===== src/rtl/cal_rd_pkg.sv =====
package cal_rd_pkg;
   typedef enum logic [3:0] {
      C_NOP  = 4'd0,
      C_MRS  = 4'd1,
      C_RD   = 4'd2,
      C_RDA  = 4'd3,
      C_PREA = 4'd4,
      C_ACT  = 4'd5,
      C_WR   = 4'd6,
      C_PDE  = 4'd7,
      C_SRE  = 4'd8,
      C_REF  = 4'd9
   } cmd_e;

   localparam int         BURST_LEN = 8;
   localparam logic [7:0] LOC0_PAT  = 8'hAA;
endpackage


===== src/rtl/cal_bank_tracker.sv =====
module cal_bank_tracker #(
   parameter int BA_W  = 3,
   parameter int T_PRE = 4
) (
   input  logic            clk,
   input  logic            rst_n,
   input  logic            act_i,
   input  logic [BA_W-1:0] ba_i,
   input  logic            pre_all_i,
   input  logic            auto_pre_i,
   output logic            idle_o
);
   localparam int NB = 1 << BA_W;
   localparam int CW = $clog2(T_PRE + 1);

   if (T_PRE < 1) begin : g_bad_tpre
      $error("T_PRE must be at least 1");
   end

   logic [NB-1:0] open_q;
   logic [CW-1:0] tmr_q;

   for (genvar g = 0; g < NB; g++) begin : g_bank
      logic open_r;
      always_ff @(posedge clk or negedge rst_n) begin
         if (!rst_n)
            open_r <= 1'b0;
         else if (pre_all_i || (auto_pre_i && ba_i == BA_W'(g)))
            open_r <= 1'b0;
         else if (act_i && ba_i == BA_W'(g))
            open_r <= 1'b1;
      end
      assign open_q[g] = open_r;
   end

   always_ff @(posedge clk or negedge rst_n) begin
      if (!rst_n)
         tmr_q <= '0;
      else if (pre_all_i || auto_pre_i)
         tmr_q <= CW'(T_PRE);
      else if (tmr_q != '0)
         tmr_q <= tmr_q - 1'b1;
   end

   assign idle_o = (open_q == '0) && (tmr_q == '0);

   assert_precharge_blocks_idle_R2 : assert property (
      @(posedge clk) disable iff (!rst_n)
      (pre_all_i || auto_pre_i) |=> !idle_o);

   assert_activate_blocks_idle_R2 : assert property (
      @(posedge clk) disable iff (!rst_n)
      (act_i && !pre_all_i) |=> !idle_o);
endmodule


===== src/rtl/cal_mode_ctrl.sv =====
module cal_mode_ctrl
   import cal_rd_pkg::*;
#(
   parameter int BA_W   = 3,
   parameter int ADDR_W = 14,
   parameter int MR_SEL = 3
) (
   input  logic              clk,
   input  logic              rst_n,
   input  cmd_e              cmd_i,
   input  logic [BA_W-1:0]   ba_i,
   input  logic [ADDR_W-1:0] addr_i,
   input  logic              idle_i,
   output logic              act_o,
   output logic              pre_all_o,
   output logic              auto_pre_o,
   output logic              pat_rd_o,
   output logic              mode_o,
   output logic [1:0]        loc_o,
   output logic              arr_rd_o,
   output logic              arr_wr_o,
   output logic              err_en_o,
   output logic              err_ill_o
);
   if (ADDR_W < 3) begin : g_bad_aw
      $error("ADDR_W must be at least 3");
   end

   logic       mode_q;
   logic [1:0] loc_q;
   logic       mr3_hit;
   logic       set_on, set_off, ill, rej, rd, wr;

   assign mr3_hit = (cmd_i == C_MRS) && (ba_i == BA_W'(MR_SEL));

   always_comb begin
      act_o      = 1'b0;
      pre_all_o  = 1'b0;
      auto_pre_o = 1'b0;
      pat_rd_o   = 1'b0;
      set_on     = 1'b0;
      set_off    = 1'b0;
      ill        = 1'b0;
      rej        = 1'b0;
      rd         = 1'b0;
      wr         = 1'b0;
      if (mode_q) begin
         case (cmd_i)
            C_NOP:       ;
            C_RD, C_RDA: pat_rd_o = 1'b1;
            C_MRS: begin
               if (mr3_hit && !addr_i[2]) set_off = 1'b1;
               else                       ill     = 1'b1;
            end
            default:     ill = 1'b1;
         endcase
      end else begin
         case (cmd_i)
            C_RD:   rd = 1'b1;
            C_RDA: begin
               rd         = 1'b1;
               auto_pre_o = 1'b1;
            end
            C_WR:   wr        = 1'b1;
            C_ACT:  act_o     = 1'b1;
            C_PREA: pre_all_o = 1'b1;
            C_MRS: begin
               if (mr3_hit && addr_i[2]) begin
                  if (idle_i) set_on = 1'b1;
                  else        rej    = 1'b1;
               end
            end
            default: ;
         endcase
      end
   end

   always_ff @(posedge clk or negedge rst_n) begin
      if (!rst_n) begin
         mode_q    <= 1'b0;
         loc_q     <= 2'd0;
         arr_rd_o  <= 1'b0;
         arr_wr_o  <= 1'b0;
         err_en_o  <= 1'b0;
         err_ill_o <= 1'b0;
      end else begin
         if (set_on) begin
            mode_q <= 1'b1;
            loc_q  <= addr_i[1:0];
         end else if (set_off) begin
            mode_q <= 1'b0;
         end
         arr_rd_o  <= rd;
         arr_wr_o  <= wr;
         err_en_o  <= rej;
         err_ill_o <= ill;
      end
   end

   assign mode_o = mode_q;
   assign loc_o  = loc_q;

   assert_enable_needs_idle_R2 : assert property (
      @(posedge clk) disable iff (!rst_n)
      $rose(mode_q) |-> $past(idle_i));

   assert_refused_enable_R2 : assert property (
      @(posedge clk) disable iff (!rst_n)
      err_en_o |-> !mode_q);

   assert_no_array_read_in_mode_R3 : assert property (
      @(posedge clk) disable iff (!rst_n)
      (mode_q && (cmd_i == C_RD || cmd_i == C_RDA)) |=> !arr_rd_o);

   assert_illegal_no_effect_R6 : assert property (
      @(posedge clk) disable iff (!rst_n)
      err_ill_o |-> ($stable(mode_q) && $stable(loc_q)));

   assert_mode_blocks_bank_ops_R6 : assert property (
      @(posedge clk) disable iff (!rst_n)
      mode_q |-> !(act_o || pre_all_o || auto_pre_o));
endmodule


===== src/rtl/cal_pattern_gen.sv =====
module cal_pattern_gen
   import cal_rd_pkg::*;
#(
   parameter int         DQ_W     = 8,
   parameter int         RD_LAT   = 5,
   parameter logic [7:0] PAT_LOC1 = 8'h0F,
   parameter logic [7:0] PAT_LOC2 = 8'h66,
   parameter logic [7:0] PAT_LOC3 = 8'hE1
) (
   input  logic            clk,
   input  logic            rst_n,
   input  logic            start_i,
   input  logic [1:0]      loc_i,
   output logic            valid_o,
   output logic [DQ_W-1:0] data_o
);
   localparam int BTW = $clog2(BURST_LEN);

   if (RD_LAT < 1 || RD_LAT > 32) begin : g_bad_lat
      $error("RD_LAT must lie in 1..32");
   end
   if (DQ_W < 1) begin : g_bad_dq
      $error("DQ_W must be at least 1");
   end

   logic [RD_LAT-1:0] dly_v;
   logic [1:0]        dly_l [RD_LAT];

   for (genvar g = 0; g < RD_LAT; g++) begin : g_stage
      logic       v_r;
      logic [1:0] l_r;
      if (g == 0) begin : g_head
         always_ff @(posedge clk or negedge rst_n) begin
            if (!rst_n) begin
               v_r <= 1'b0;
               l_r <= 2'd0;
            end else begin
               v_r <= start_i;
               l_r <= loc_i;
            end
         end
      end else begin : g_tail
         always_ff @(posedge clk or negedge rst_n) begin
            if (!rst_n) begin
               v_r <= 1'b0;
               l_r <= 2'd0;
            end else begin
               v_r <= dly_v[g-1];
               l_r <= dly_l[g-1];
            end
         end
      end
      assign dly_v[g] = v_r;
      assign dly_l[g] = l_r;
   end

   logic           busy_q;
   logic [BTW-1:0] beat_q;
   logic [1:0]     bl_q;

   always_ff @(posedge clk or negedge rst_n) begin
      if (!rst_n) begin
         busy_q <= 1'b0;
         beat_q <= '0;
         bl_q   <= 2'd0;
      end else if (dly_v[RD_LAT-1]) begin
         busy_q <= 1'b1;
         beat_q <= '0;
         bl_q   <= dly_l[RD_LAT-1];
      end else if (busy_q) begin
         if (beat_q == BTW'(BURST_LEN - 1)) busy_q <= 1'b0;
         beat_q <= beat_q + 1'b1;
      end
   end

   function automatic logic [7:0] pat_of(input logic [1:0] l);
      case (l)
         2'd0:    return LOC0_PAT;
         2'd1:    return PAT_LOC1;
         2'd2:    return PAT_LOC2;
         default: return PAT_LOC3;
      endcase
   endfunction

   logic [7:0] cur_pat;
   assign cur_pat = pat_of(bl_q);
   assign valid_o = busy_q;
   assign data_o  = busy_q ? {DQ_W{cur_pat[beat_q]}} : '0;

   assert_burst_eight_beats_R9 : assert property (
      @(posedge clk) disable iff (!rst_n)
      $fell(busy_q) |-> ($past(beat_q) == BTW'(BURST_LEN - 1)));

   assert_start_after_latency_R9 : assert property (
      @(posedge clk) disable iff (!rst_n)
      dly_v[RD_LAT-1] |=> (busy_q && beat_q == '0));
endmodule


===== src/rtl/cal_read_redirect.sv =====
module cal_read_redirect
   import cal_rd_pkg::*;
#(
   parameter int         BA_W     = 3,
   parameter int         ADDR_W   = 14,
   parameter int         DQ_W     = 8,
   parameter int         RD_LAT   = 5,
   parameter int         T_PRE    = 4,
   parameter int         MR_SEL   = 3,
   parameter logic [7:0] PAT_LOC1 = 8'h0F,
   parameter logic [7:0] PAT_LOC2 = 8'h66,
   parameter logic [7:0] PAT_LOC3 = 8'hE1
) (
   input  logic              clk,
   input  logic              rst_n,
   input  logic [3:0]        cmd,
   input  logic [BA_W-1:0]   bank,
   input  logic [ADDR_W-1:0] addr,
   output logic              arr_rd_req,
   output logic              arr_wr_req,
   output logic              pat_mode,
   output logic [1:0]        pat_loc,
   output logic              all_idle,
   output logic              err_enable,
   output logic              err_illegal,
   output logic              rd_valid,
   output logic [DQ_W-1:0]   rd_data
);
   if (MR_SEL >= (1 << BA_W)) begin : g_bad_sel
      $error("MR_SEL does not fit the bank address");
   end

   cmd_e cmd_t;
   logic act, pre_all, auto_pre, pat_rd;

   assign cmd_t = cmd_e'(cmd);

   cal_bank_tracker #(.BA_W(BA_W), .T_PRE(T_PRE)) u_banks (
      .clk        (clk),
      .rst_n      (rst_n),
      .act_i      (act),
      .ba_i       (bank),
      .pre_all_i  (pre_all),
      .auto_pre_i (auto_pre),
      .idle_o     (all_idle)
   );

   cal_mode_ctrl #(.BA_W(BA_W), .ADDR_W(ADDR_W), .MR_SEL(MR_SEL)) u_ctrl (
      .clk        (clk),
      .rst_n      (rst_n),
      .cmd_i      (cmd_t),
      .ba_i       (bank),
      .addr_i     (addr),
      .idle_i     (all_idle),
      .act_o      (act),
      .pre_all_o  (pre_all),
      .auto_pre_o (auto_pre),
      .pat_rd_o   (pat_rd),
      .mode_o     (pat_mode),
      .loc_o      (pat_loc),
      .arr_rd_o   (arr_rd_req),
      .arr_wr_o   (arr_wr_req),
      .err_en_o   (err_enable),
      .err_ill_o  (err_illegal)
   );

   cal_pattern_gen #(
      .DQ_W(DQ_W), .RD_LAT(RD_LAT),
      .PAT_LOC1(PAT_LOC1), .PAT_LOC2(PAT_LOC2), .PAT_LOC3(PAT_LOC3)
   ) u_pat (
      .clk     (clk),
      .rst_n   (rst_n),
      .start_i (pat_rd),
      .loc_i   (pat_loc),
      .valid_o (rd_valid),
      .data_o  (rd_data)
   );

   assert_no_array_write_in_mode_R6 : assert property (
      @(posedge clk) disable iff (!rst_n)
      pat_mode |=> !arr_wr_req);

   assert_flags_exclusive_R2 : assert property (
      @(posedge clk) disable iff (!rst_n)
      $countones({err_enable, err_illegal, arr_rd_req, arr_wr_req}) <= 1);
endmodule


===== config.mk =====
export PLATFORM = sky130hd
export DESIGN_NAME = cal_read_redirect
export DESIGN_NICKNAME = d
export VERILOG_FILES = /design/src/rtl/cal_rd_pkg.sv /design/src/rtl/cal_bank_tracker.sv /design/src/rtl/cal_mode_ctrl.sv /design/src/rtl/cal_pattern_gen.sv /design/src/rtl/cal_read_redirect.sv
export SDC_FILE = /design/constraint.sdc
export NUM_CORES = 1
export LEC_CHECK = 0
export ABC_AREA = 1
export ABC_CLOCK_PERIOD_IN_PS = 2220
export BUFFER_PORTS_ARGS = -buffer_cell sky130_fd_sc_hd__buf_2
export CAP_MARGIN = 15
export CORE_AREA = 3 3 79 89
export DETAILED_ROUTE_END_ITERATION = 6
export DIE_AREA = 0 0 82 92
export PLACE_DENSITY = 0.5
export RECOVER_POWER = 100
export SETUP_SLACK_MARGIN = 0.1
export SLEW_MARGIN = 20
export SYNTH_ARGS = -nofsm -noshare
export SYNTH_HDL_FRONTEND = slang
export SYNTH_SLANG_ARGS = --single-unit

===== constraint.sdc =====
create_clock -name clk -period 2.22 [get_ports clk]
set_input_delay 0.333 -clock clk [delete_from_list [all_inputs] [get_ports clk]]
set_output_delay 0.333 -clock clk [all_outputs]
set_load 0.02 [all_outputs]

* Word-level counts from Yosys, hierarchy flattened
Index checks and enable logic that the tools add are counted.
** Storage, ports and cells
- Bits of input ports :: 23
- Bits in read-only memories :: 0
- Memories kept :: 0
- Latch bits :: 0
- Register bits after elaboration :: 39
- Memory bits (writable) :: 0
** Operators by class
- $mul :: 0
- Shift operators :: 0
- Reduce and logical (&&, ||, !) cells :: 49
- $lt $le $gt $ge :: 1
- Bitwise logic cells :: 0
- Divide/modulo/power cells :: 0
- Mux-type cells :: 54
- $add $sub $neg :: 2
- Equality and inequality tests :: 16
** Operator list (count)
- 1-bit two-way mux :: 46
- 8-bit one-hot mux with 3 select lines :: 1
- 2-bit nonzero test :: 11
- 1-bit logical AND :: 20
- 3-bit equality test, second input constant :: 5
- 4-bit by 3-bit equality test with 1-bit output, second input constant :: 3
- 3-bit two-way mux :: 4
- 1-bit logical OR :: 9
- 4-bit by 2-bit equality test with 1-bit output, second input constant :: 2
- 8-bit logical NOT :: 1
- 8-bit two-way mux :: 1
- 3-bit by 2-bit equality test with 1-bit output, second input constant :: 2
- 3-bit logical NOT :: 2
- 4-bit by 1-bit equality test with 1-bit output, second input constant :: 1
- 4-bit logical NOT :: 1
- 3-bit by 4-bit < comparator with 1-bit output, second input constant :: 1
- 3-bit by 1-bit adder with 3-bit output, second input constant :: 1
- 1-bit binary-select mux with 3-bit select :: 1
- 3-bit by 1-bit equality test with 1-bit output, second input constant :: 1
- 3-bit nonzero test :: 1
- 3-bit OR reduction :: 1
- 3-bit by 1-bit subtractor with 3-bit output, second input constant :: 1
- 2-bit by 1-bit equality test with 1-bit output, second input constant :: 1
- 2-bit equality test, second input constant :: 1
- 4 further kinds :: 4

* Logic depth before layout (Yosys ltp)
Gate-level depths: netlist of the first run.
- Depth after elaboration :: 8
- Gate-level depth with buffers :: 8

* By module
Synthesis of the first run repeated with hierarchy kept, for this count alone.
** Second synthesis, totals
- Cells, all modules :: 213
- Area, all modules :: 1904.3 µm²
** By module, submodules not included
- cal_pattern_gen :: area an instance 849.6 µm², times used 1, cells an instance 77
- cal_bank_tracker :: area an instance 694.4 µm², times used 1, cells an instance 89
- cal_mode_ctrl :: area an instance 360.3 µm², times used 1, cells an instance 47

* Least setup slack after synthesis of the first run
Ideal clock, no wire load.
- Path type :: register -> output
- From :: reg u_pat.bl_q[0]
- To :: out rd_data[1]
- Setup slack :: 0.312 ns
- Stages on the path, launching flop included :: 7
- Path buffers :: 1
- Data arrival time :: 1.575 ns
- Required time :: 1.887 ns
- Cells stage by stage :: dfrtp_1 -> ha_1 -> or2_2 -> o21ai_0 -> nand2_1 -> nand2_1 -> buf_4
** Between the ends
- Longest elaborated chain between the ends :: 5
- Elaborated cells between the ends (all ways) :: 7
- Classes of those cells :: eq/ne: 2; mux: 4; reduce/logical: 1
** RTL lines
- from (decl) :: line cal_pattern_gen.sv:59 : logic [1:0] bl_q;
- from (signal assigned) :: line cal_pattern_gen.sv:69 : bl_q <= dly_l[RD_LAT-1];
- 2-bit equality test, or another cell as far along :: line cal_pattern_gen.sv:77 : case (l)
- 8-bit one-hot mux with 3 select lines (*) :: line cal_pattern_gen.sv:77
- 1-bit binary-select mux with 3-bit select (*) :: line cal_pattern_gen.sv:88 : assign data_o = busy_q ? {DQ_W{cur_pat[beat_q]}} : '0;
- 1-bit two-way mux (not written as such) (*) :: line cal_pattern_gen.sv:88
- 8-bit two-way mux (*) :: line cal_pattern_gen.sv:88
- to (decl) :: line cal_read_redirect.sv:27 : output logic [DQ_W-1:0] rd_data
Mark *: on every way between the ends. The rest lies on a longest branch, timed or not. The select of a mux whose other input is x is not followed.

* Worst setup path after layout of the first run
Ends and elaborated chain as after synthesis.

==> out/results.tsv, run 1 <==
metric	value	unit
Worst path max stage delay	0.40	ns
DRT antenna net count	0	
Vias/cell	4.38	
Pwr Density	909	nW/um2
register area	976	um2
Worst-Margin Slew	0.876	ns
register area share after synthesis	0.531	
final hold vios	0	
DRT Pass-1 Iters	4	
FILL cells	640	
Worst-Skew Late Latency	0.29	ns
# H-tree levels	2	
Routed WL	3.37	mm
Setup TNS	0	ns
total power	1.97	mW
Antenna diodes	0	
CTS root buf	clkbuf_8	
Worst Path Required	1.89	ns
Chip Width	82	um
vias in the first global route	1280	
Synth cell types	25	
CP Capture Type	output pin	
VDD IR max	335	uV
initial antenna violation count	0	
largest net degree at the start of global routing	18	
total track usage	0.0963	
Port Buf Inserts	28	
commonest non-fill, non-tap cell in the layout	nand2_1	
clock buffer count from CTS	5	
RSZ-0062 raised after global routing	yes	
hpwl dp	2.52	mm
share of cells above drive strength 1	0.187	
Slew Limit Fails	0	
CTS tree	yes	
Die ar.	7540	um2
Worst Path Arrival	1.66	ns
post-layout min period	2.00	ns
Core ar.	6160	um2
most frequent cells in the layout	nand2_1, dfrtp_1, inv_1	
multi-input logic area	703	um2
IO Pins	40	
row cnt	30	
max cap viols	0	
DRT iter0 DRCs	47	
via count	1358	
Routed WL per cell	10.9	um
Synth Instances	197	
die height	92	um
Yosys reg bits	39	
Setup Crit Path Kind	reg -> out	
Clock Sinks	39	
Pleak	1.04	nW
CP max FO	8	
DRC violations left	0	
Mapped Area	1840	um2
Net Count, Synth	229	
Area Overhead vs Synth	18.0	%
Fmax	501	MHz
Ys Warns	0	
GPL Wtd Cong	0.754	
critical path cell sequence	ha_2 -> or2_2 -> o21ai_1 -> nand2_1 -> nand2_2 -> buf_4	
setup violators final	0	
max_slew headroom	0.416	
Tcrit/Tclk final	0.899	
fin util	0.352	
status	complete, no violations	
gr ovfl total	0	
CP max stage cell	dfrtp_1	
CP startpoint kind	flop	
final net count	261	
Initial Utilization	0.298	
Clock Path Buffers	2	
clock skew	0.00163	ns
clock slew at reported path FFs	0.08	ns
global-route wire length before repair	5.64	mm
Avg Cell Area, Syn	9.32	um2
HP Class	in -> reg	
-- what timing repair did --
action	in CTS	in global routing
pin swaps	0	2
gates resized for setup	9	9
endpoints found under the hold margin	7	0
buffers inserted	1	0
hold buffers	1	0
endpoints found under the setup margin	8	9
-- stage by stage --
stage                     worst slack [ns]  instances  hold WS (ns)  cell area [um2]
after global placement               0.375        300         0.206             2040
final                                0.223        310         0.259             2170
after floorplan                      0.312        197        0.0374             1840
after global routing                0.0443        310         0.256             2170
after CTS                            0.108        310         0.245             2190
after detailed placement             0.363        300         0.210             2040
-- cell type report --
| type | instances | area share |
|---|---|---|
| sequential | 39 | 0.450 |
| multi-input combinational | 124 | 0.324 |
| timing repair buffer | 32 | 0.0803 |
| inverter | 27 | 0.0468 |
| tap | 80 | 0.0462 |
| clock buffer | 5 | 0.0318 |
| clock inverter | 3 | 0.0202 |
-- where the power goes --
part           switching, mW  leakage, nW  internal [mW]
logic                  0.310        0.517          0.206
clock network          0.253       0.0581          0.335
registers             0.0678        0.467          0.799
-- final timing paths --
path                       slack, ns               startpoint  depth (start not counted)                       end
min reg2reg                     0.35  u_pat.g_stage[0].l_r[0]                          0   u_pat.g_stage[1].l_r[0]
max reg2reg                     0.55            u_ctrl.mode_o                          6  u_banks.g_bank[2].open_r
max in group asynchronous       0.53                    rst_n                          3             u_pat.valid_o
max                             0.22            u_pat.bl_q[0]                          6                rd_data[1]
min                             0.26                   cmd[0]                          2           u_ctrl.arr_wr_o
min in group asynchronous       0.53                    rst_n                          2           u_ctrl.arr_wr_o
-- registers in the layout, summed over array words and instances (netlist names) --
| name | count |
|---|---|
| u_pat.beat_q | 3 |
| u_banks.g_bank.open_r | 8 |
| u_ctrl.mode_o | 1 |
| u_pat.bl_q | 2 |
| u_ctrl.err_ill_o | 1 |
| u_pat.g_stage.v_r | 5 |
| u_ctrl.err_en_o | 1 |
| u_ctrl.arr_wr_o | 1 |
| u_ctrl.loc_o | 2 |
| u_pat.g_stage.l_r | 10 |
| u_banks.tmr_q | 3 |
| u_ctrl.arr_rd_o | 1 |
| u_pat.valid_o | 1 |
-- synthesized netlist by cell type (all sizes together) --
master / count / share of area
a21oi: 4 / 0.011
buf: 7 / 0.029
clkinv: 1 / 0.0020
dfrtp: 39 / 0.53
ha: 9 / 0.061
inv: 26 / 0.053
nand2: 43 / 0.089
nand3: 12 / 0.038
nand4: 6 / 0.032
nor2: 17 / 0.052
nor3: 12 / 0.033
o211ai: 2 / 0.0082
o21ai: 14 / 0.040
o21bai: 2 / 0.0082
or2: 2 / 0.0068
xnor2: 1 / 0.0048
-- routing by layer --
| metal | GRT usage | wire length (um) | up-vias |
|---|---|---|---|
| li1 | - | - | 691 |
| met4 | 0.0332 | 44 | 0 |
| met5 | 0 | 0 | - |
| met3 | 0.0285 | 158 | 6 |
| met2 | 0.152 | 1550 | 33 |
| met1 | 0.124 | 1610 | 628 |
-- critical path, delay by kind of cell, from the launching register on --
| kind | cells | cell delay (ns) |
|---|---|---|
| AO/OA/AOI/OAI | 1 | 0.13 |
| adder cells (fa/ha/maj) | 1 | 0.20 |
| buffers and inverters | 1 | 0.16 |
| flip-flops | 1 | 0.40 |
| AND/OR/NAND/NOR | 3 | 0.47 |
-- kinds of logic (layout without fill, tap and decap cells) --
logic type      Yosys count  in the layout  synth area share
xor+xnor                  1              1           0.00477
flops                    39             39             0.531
compound gates           22             22            0.0674
fa+ha+maj                 9              9            0.0613
simple gates             92             92             0.251
buf+inv                  34             67            0.0838
Note: power is estimated with default switching activity, not from simulation.
==> inputs of run 2 (changes only) <==
--- a/config.mk
+++ b/config.mk
@@ -9,13 +9,14 @@
 export ABC_CLOCK_PERIOD_IN_PS = 2220
 export BUFFER_PORTS_ARGS = -buffer_cell sky130_fd_sc_hd__buf_2
 export CAP_MARGIN = 15
-export CORE_AREA = 3 3 79 89
+export CORE_AREA = 2 2 78 88
 export DETAILED_ROUTE_END_ITERATION = 6
-export DIE_AREA = 0 0 82 92
+export DIE_AREA = 0 0 80 90
 export PLACE_DENSITY = 0.5
-export RECOVER_POWER = 100
+export RECOVER_POWER = 50
 export SETUP_SLACK_MARGIN = 0.1
 export SLEW_MARGIN = 20
 export SYNTH_ARGS = -nofsm -noshare
 export SYNTH_HDL_FRONTEND = slang
 export SYNTH_SLANG_ARGS = --single-unit
+export TNS_END_PERCENT = 30
==> run 2 against run 1 <==
- setup slack worse by 0.043 ns
- critical path type unchanged
- die area shrank 4.6%
- first-iteration DRC count fell by 8.5%
- highest routed layer unchanged
- utilization shrank 0.96 points
- sequential share of layout area down 0.23 points
==> out/results.tsv, run 2 (same netlist as run 1, synthesis figures left out) <==
metric	value	unit	change
status	complete, no violations		unchanged
DRC violations left	0		unchanged
setup violators final	0		unchanged
FILL cells	672		was 640
VDD IR max	356	uV	was 335 uV
Setup WS post-layout	0.180	ns	was 0.223 ns
gr ovfl total	0		unchanged
commonest non-fill, non-tap cell in the layout	nand2_1		unchanged
Largest register FFs	10		unchanged
RSZ-0062 raised after global routing	yes		unchanged
clock slew at reported path FFs	0.08	ns	about the same
Worst-Margin Slew	0.953	ns	was 0.876 ns
final non-filler cell total	309		was 310
Routed WL per cell	10.5	um	was 10.9 um
DRT Pass-1 Iters	4		unchanged
CP max FO	8		unchanged
Biggest register	u_pat.g_stage.l_r		unchanged
Largest regs	u_pat.g_stage.l_r (10), u_banks.g_bank.open_r (8), u_pat.g_stage.v_r (5)		unchanged
final net count	258		was 261
post-layout min period	2.04	ns	was 2.00 ns
Slew Limit Fails	0		unchanged
CP max stage cell	dfrtp_1		unchanged
Antenna diodes	0		unchanged
Fmax	490	MHz	was 501 MHz
Placed Area	2030	um2	was 2040 um2
CTS tree	yes		unchanged
Worst Path Required	1.89	ns	about the same
Tcrit/Tclk final	0.919		was 0.899
row cnt	31		was 30
total power	1.86	mW	was 1.97 mW
Worst Path Arrival	1.71	ns	was 1.66 ns
Core ar.	6360	um2	was 6160 um2
Clock Path Buffers	2		unchanged
max_slew headroom	0.365		was 0.416
largest net degree at the start of global routing	40		was 18
GPL Wtd Cong	0.785		was 0.754
Pleak	1.05	nW	was 1.04 nW
critical path cell sequence	ha_4 -> or2_2 -> o21ai_1 -> nand2_1 -> nand2_4 -> buf_4		was ha_2 -> or2_2 -> o21ai_1 -> nand2_1 -> nand2_2 -> buf_4
Worst path max stage delay	0.44	ns	was 0.40 ns
# hold bufs at CTS	0		was 1
Vias/cell	4.34		was 4.38
Chip Width	80	um	was 82 um
fin util	0.342		was 0.352
clock buffer count from CTS	5		unchanged
final hold vios	0		unchanged
initial antenna violation count	0		unchanged
worst hold slack	0.178	ns	was 0.259 ns
CP startpoint kind	flop		unchanged
Finished Cell Area	2180	um2	was 2170 um2
IO Pins	40		unchanged
Initial Utilization	0.289		was 0.298
vias in the first global route	1328		was 1,280
global-route wire length before repair	5.78	mm	was 5.64 mm
multi-input logic area	742	um2	was 703 um2
die height	90	um	was 92 um
Clock Sinks	39		unchanged
Worst-Skew Late Latency	0.29	ns	about the same
Port Buf Inserts	28		unchanged
via count	1340		was 1,358
register area	976	um2	unchanged
share of cells above drive strength 1	0.251		was 0.187
CP Capture Type	output pin		unchanged
Area Overhead vs Synth	18.6	%	was 18.0%
Setup TNS	0	ns	unchanged
Routed WL	3.26	mm	was 3.37 mm
most frequent cells in the layout	nand2_1, dfrtp_1, inv_1		unchanged
Pwr Density	852	nW/um2	was 909 nW/um2
max cap viols	0		unchanged
total track usage	0.100		was 0.0963
Die ar.	7200	um2	was 7540 um2
clock skew	0.00564	ns	was 0.00163 ns
HP Class	in -> async		was in -> reg
DRT antenna net count	0		unchanged
post-placement setup slack	0.331	ns	was 0.363 ns
DRT iter0 DRCs	43		was 47
# H-tree levels	2		unchanged
hpwl dp	2.38	mm	was 2.52 mm
Placed Instances	300		unchanged
Setup Crit Path Kind	reg -> out		unchanged
CTS root buf	clkbuf_8		unchanged
## run 2: final timing paths
path                                              start                       to  slack, ns  depth (start not counted)
worst max-delay path                      u_pat.bl_q[0]               rd_data[3]       0.18                          6
worst min-delay path                              rst_n          u_ctrl.loc_o[1]       0.18                          1
worst max register to register         u_banks.tmr_q[0]          u_ctrl.loc_o[0]       0.59                          8
worst min register to register  u_pat.g_stage[2].l_r[0]  u_pat.g_stage[3].l_r[0]       0.35                          0
max in group asynchronous                         rst_n          u_pat.beat_q[1]       1.45                          1
min in group clk                                 cmd[0]          u_ctrl.arr_wr_o       0.25                          2
## run 2: critical path: cells and delay by family (launching register included)
family	cells	cell delay (ns)
AND/OR/NAND/NOR	3	0.49
flip-flops	1	0.44
adder cells (fa/ha/maj)	1	0.19
buffers and inverters	1	0.15
AO/OA/AOI/OAI	1	0.14
## run 2: timing repair
item	4_1_cts	5_1_grt
setup buffers	0	1
gates resized for setup	10	9
setup endpoints to repair	8	9
endpoints found under the hold margin	0	0
pin swaps	1	3
## run 2: layout make-up
type / count / share of cell area
Inverter: 27 / 0.0465
Timing Repair Buffer: 29 / 0.0787
Tap cell: 82 / 0.0471
Clock buffer: 6 / 0.0333
Multi-Input combinational cell: 124 / 0.341
Sequential cell: 39 / 0.448
Clock inverter: 2 / 0.00574
## run 2: per-layer routing
layer,vias up,global-route usage,share of wire
li1,683,-,-
met1,622,0.125,0.47
met2,31,0.167,0.47
met3,4,0.0301,0.039
met4,0,0.0254,0.012
met5,-,0,0
## run 2: power by group
part	switching, mW	leakage (nW)	internal (mW)
clock network	0.248	0.0412	0.220
logic	0.309	0.546	0.211
registers	0.0700	0.467	0.799
==> inputs of run 3 (changes only) <==
--- a/config.mk
+++ b/config.mk
@@ -14,6 +14,7 @@
 export DIE_AREA = 0 0 80 90
 export PLACE_DENSITY = 0.5
 export RECOVER_POWER = 50
+export REMOVE_ABC_BUFFERS = 1
 export SETUP_SLACK_MARGIN = 0.1
 export SLEW_MARGIN = 20
 export SYNTH_ARGS = -nofsm -noshare
==> run 3 against run 2 <==
- non-clock buffer count rose by 3
- sequential power barely moved
- combinational power barely moved
- utilization fell by 0.098 points
- register-to-register slack improved by 0.16 ns
- clock skew fell by 0.0022 ns
==> out/results.tsv, run 3 (same netlist as run 1, synthesis figures left out) <==
metric	value	unit	change
share of cells above drive strength 1	0.235		was 0.251
worst r2r src	u_banks.tmr_q[0]		unchanged
Largest register FFs	10		unchanged
setup violators final	0		unchanged
Routed WL	3.30	mm	was 3.26 mm
Slew Limit Fails	0		unchanged
clock skew	0.00340	ns	was 0.00564 ns
Antenna diodes	0		unchanged
Core ar.	6360	um2	unchanged
gr ovfl total	0		unchanged
CTS tree	yes		unchanged
DRC violations left	0		unchanged
status	complete, no violations		unchanged
Biggest register	u_pat.g_stage.l_r		unchanged
final non-filler cell total	312		was 309
critical path cell sequence	buf_4 -> ha_1 -> nor3_2 -> o21ai_1 -> nand2_1 -> nand2_4 -> buf_4		was ha_4 -> or2_2 -> o21ai_1 -> nand2_1 -> nand2_4 -> buf_4
row cnt	31		unchanged
Worst path max stage delay	0.41	ns	was 0.44 ns
hpwl dp	2.56	mm	was 2.38 mm
grt met3 use	0.0402		was 0.0301
commonest non-fill, non-tap cell in the layout	nand2_1		unchanged
Worst Hold End	u_ctrl.arr_wr_o		
Routed WL per cell	10.6	um	was 10.5 um
Worst setup startpoint	u_pat.bl_q[0]		unchanged
Largest regs	u_pat.g_stage.l_r (10), u_banks.g_bank.open_r (8), u_pat.g_stage.v_r (5)		unchanged
RSZ-0062 raised after global routing	no		was yes
Worst Path Arrival	1.67	ns	was 1.71 ns
HP Start	cmd[0]		
die height	90	um	unchanged
fin util	0.341		was 0.342
Clock Path Buffers	2		unchanged
total track usage	0.102		was 0.100
Placed Instances	302		was 300
HP Class	in -> reg		was in -> async
Pwr Density	852	nW/um2	about the same
FILL cells	680		was 672
Setup Crit Path Kind	reg -> out		unchanged
CTS root buf	clkbuf_8		unchanged
global-route wire length before repair	5.75	mm	was 5.78 mm
most frequent cells in the layout	nand2_1, dfrtp_1, inv_1		unchanged
DRT Pass-1 Iters	4		unchanged
Vias/cell	4.38		was 4.34
Area Overhead vs Synth	18.3	%	was 18.6%
max cap viols	0		unchanged
Die ar.	7200	um2	unchanged
Initial Utilization	0.289		unchanged
CP max FO	8		unchanged
CP max stage cell	dfrtp_1		unchanged
Worst Path Required	1.89	ns	about the same
register area	976	um2	unchanged
M2 GR Usage	0.170		was 0.167
via count	1365		was 1,340
Worst-Skew Late Latency	0.29	ns	about the same
# H-tree levels	2		unchanged
clock slew at reported path FFs	0.07	ns	was 0.08 ns
clock buffer count from CTS	5		unchanged
Port Buf Inserts	28		unchanged
final hold vios	0		unchanged
Worst-Margin Slew	0.673	ns	was 0.953 ns
Clock Sinks	39		unchanged
Worst R2R End	u_ctrl.loc_o[1]		was u_ctrl.loc_o[0]
CP startpoint kind	flop		unchanged
Fmax	498	MHz	was 490 MHz
r2r setup slk	0.75	ns	was 0.59 ns
VDD IR max	337	uV	was 356 uV
GPL Wtd Cong	0.721		was 0.785
max_slew headroom	0.551		was 0.365
R2R cell count	8		unchanged
Chip Width	80	um	unchanged
most used cell, CP	buf_4		
CP Capture Type	output pin		unchanged
initial antenna violation count	0		unchanged
DRT antenna net count	0		unchanged
vias in the first global route	1340		was 1,328
post-layout min period	2.01	ns	was 2.04 ns
DRT iter0 DRCs	38		was 43
largest net degree at the start of global routing	18		was 40
Hold Path Depth	2		
GR Util met1	0.118		was 0.125
gr busiest metal	met2		unchanged
final net count	261		was 258
IO Pins	40		unchanged
Tcrit/Tclk final	0.904		was 0.919
multi-input logic area	722	um2	was 742 um2
Pleak	1.06	nW	was 1.05 nW
[run 3: what timing repair did]
| action | in CTS | in global routing |
|---|---|---|
| setup endpoints to repair | 8 | 9 |
| pin swaps | 1 | 4 |
| hold buffers | 1 | 0 |
| setup buffers | 1 | 0 |
| resized for setup | 9 | 9 |
| endpoints found under the hold margin | 12 | 0 |
[run 3: cell type report]
cell class                      count  share of cell area
Inverter                           27              0.0467
Clock buffer                        6              0.0334
Tap cell                           82              0.0472
Sequential cell                    39               0.449
Clock inverter                      2             0.00576
Multi-Input combinational cell    124               0.332
Timing Repair Buffer               32              0.0853
[run 3: worst max path at each step]
stage	end	slack, ns	depth (start not counted)
3_5_place_dp	rd_data[2]	0.36	6
6_report	rd_data[1]	0.21	7
5_1_grt	rd_data[1]	0.10	7
4_1_cts	rd_data[2]	0.11	6
3_3_place_gp	rd_data[0]	0.38	6
2_1_floorplan	rd_data[0]	-0.22	5
[run 3: through the flow]
step | TNS (ns) | area [um2] | hold slack (ns) | total power [mW] | setup WS [ns]
after floorplan | -1.79 | 1780 | 0.0374 | 1.22 | -0.224
after global placement | 0 | 2040 | 0.243 | 1.37 | 0.377
after detailed placement | 0 | 2040 | 0.235 | 1.38 | 0.356
after CTS | 0 | 2170 | 0.246 | 1.87 | 0.106
after global routing | 0 | 2170 | 0.249 | 2.01 | 0.102
final | 0 | 2170 | 0.251 | 1.85 | 0.214
[run 3: worst max-delay path, delay by kind of cell, from the launching register on]
| family | cells | cell delay (ns) |
|---|---|---|
| AOI/OAI and AO/OA | 1 | 0.07 |
| adders and majority gates | 1 | 0.22 |
| buffers and inverters | 2 | 0.31 |
| DFF | 1 | 0.41 |
| and+or+nand+nor | 3 | 0.37 |
[run 3: layer usage]
metal	part of all wire	wire, um	vias up
met5	0	0	-
met3	0.054	177	5
met1	0.42	1390	637
met2	0.51	1680	32
li1	-	-	691
met4	0.015	51	0
[run 3: where the power goes]
part | leakage (nW) | internal, mW | switching (mW)
Clock | 0.0412 | 0.219 | 0.243
Sequential | 0.467 | 0.799 | 0.0704
Combinational | 0.551 | 0.211 | 0.307
Total | 1.06 | 1.23 | 0.620
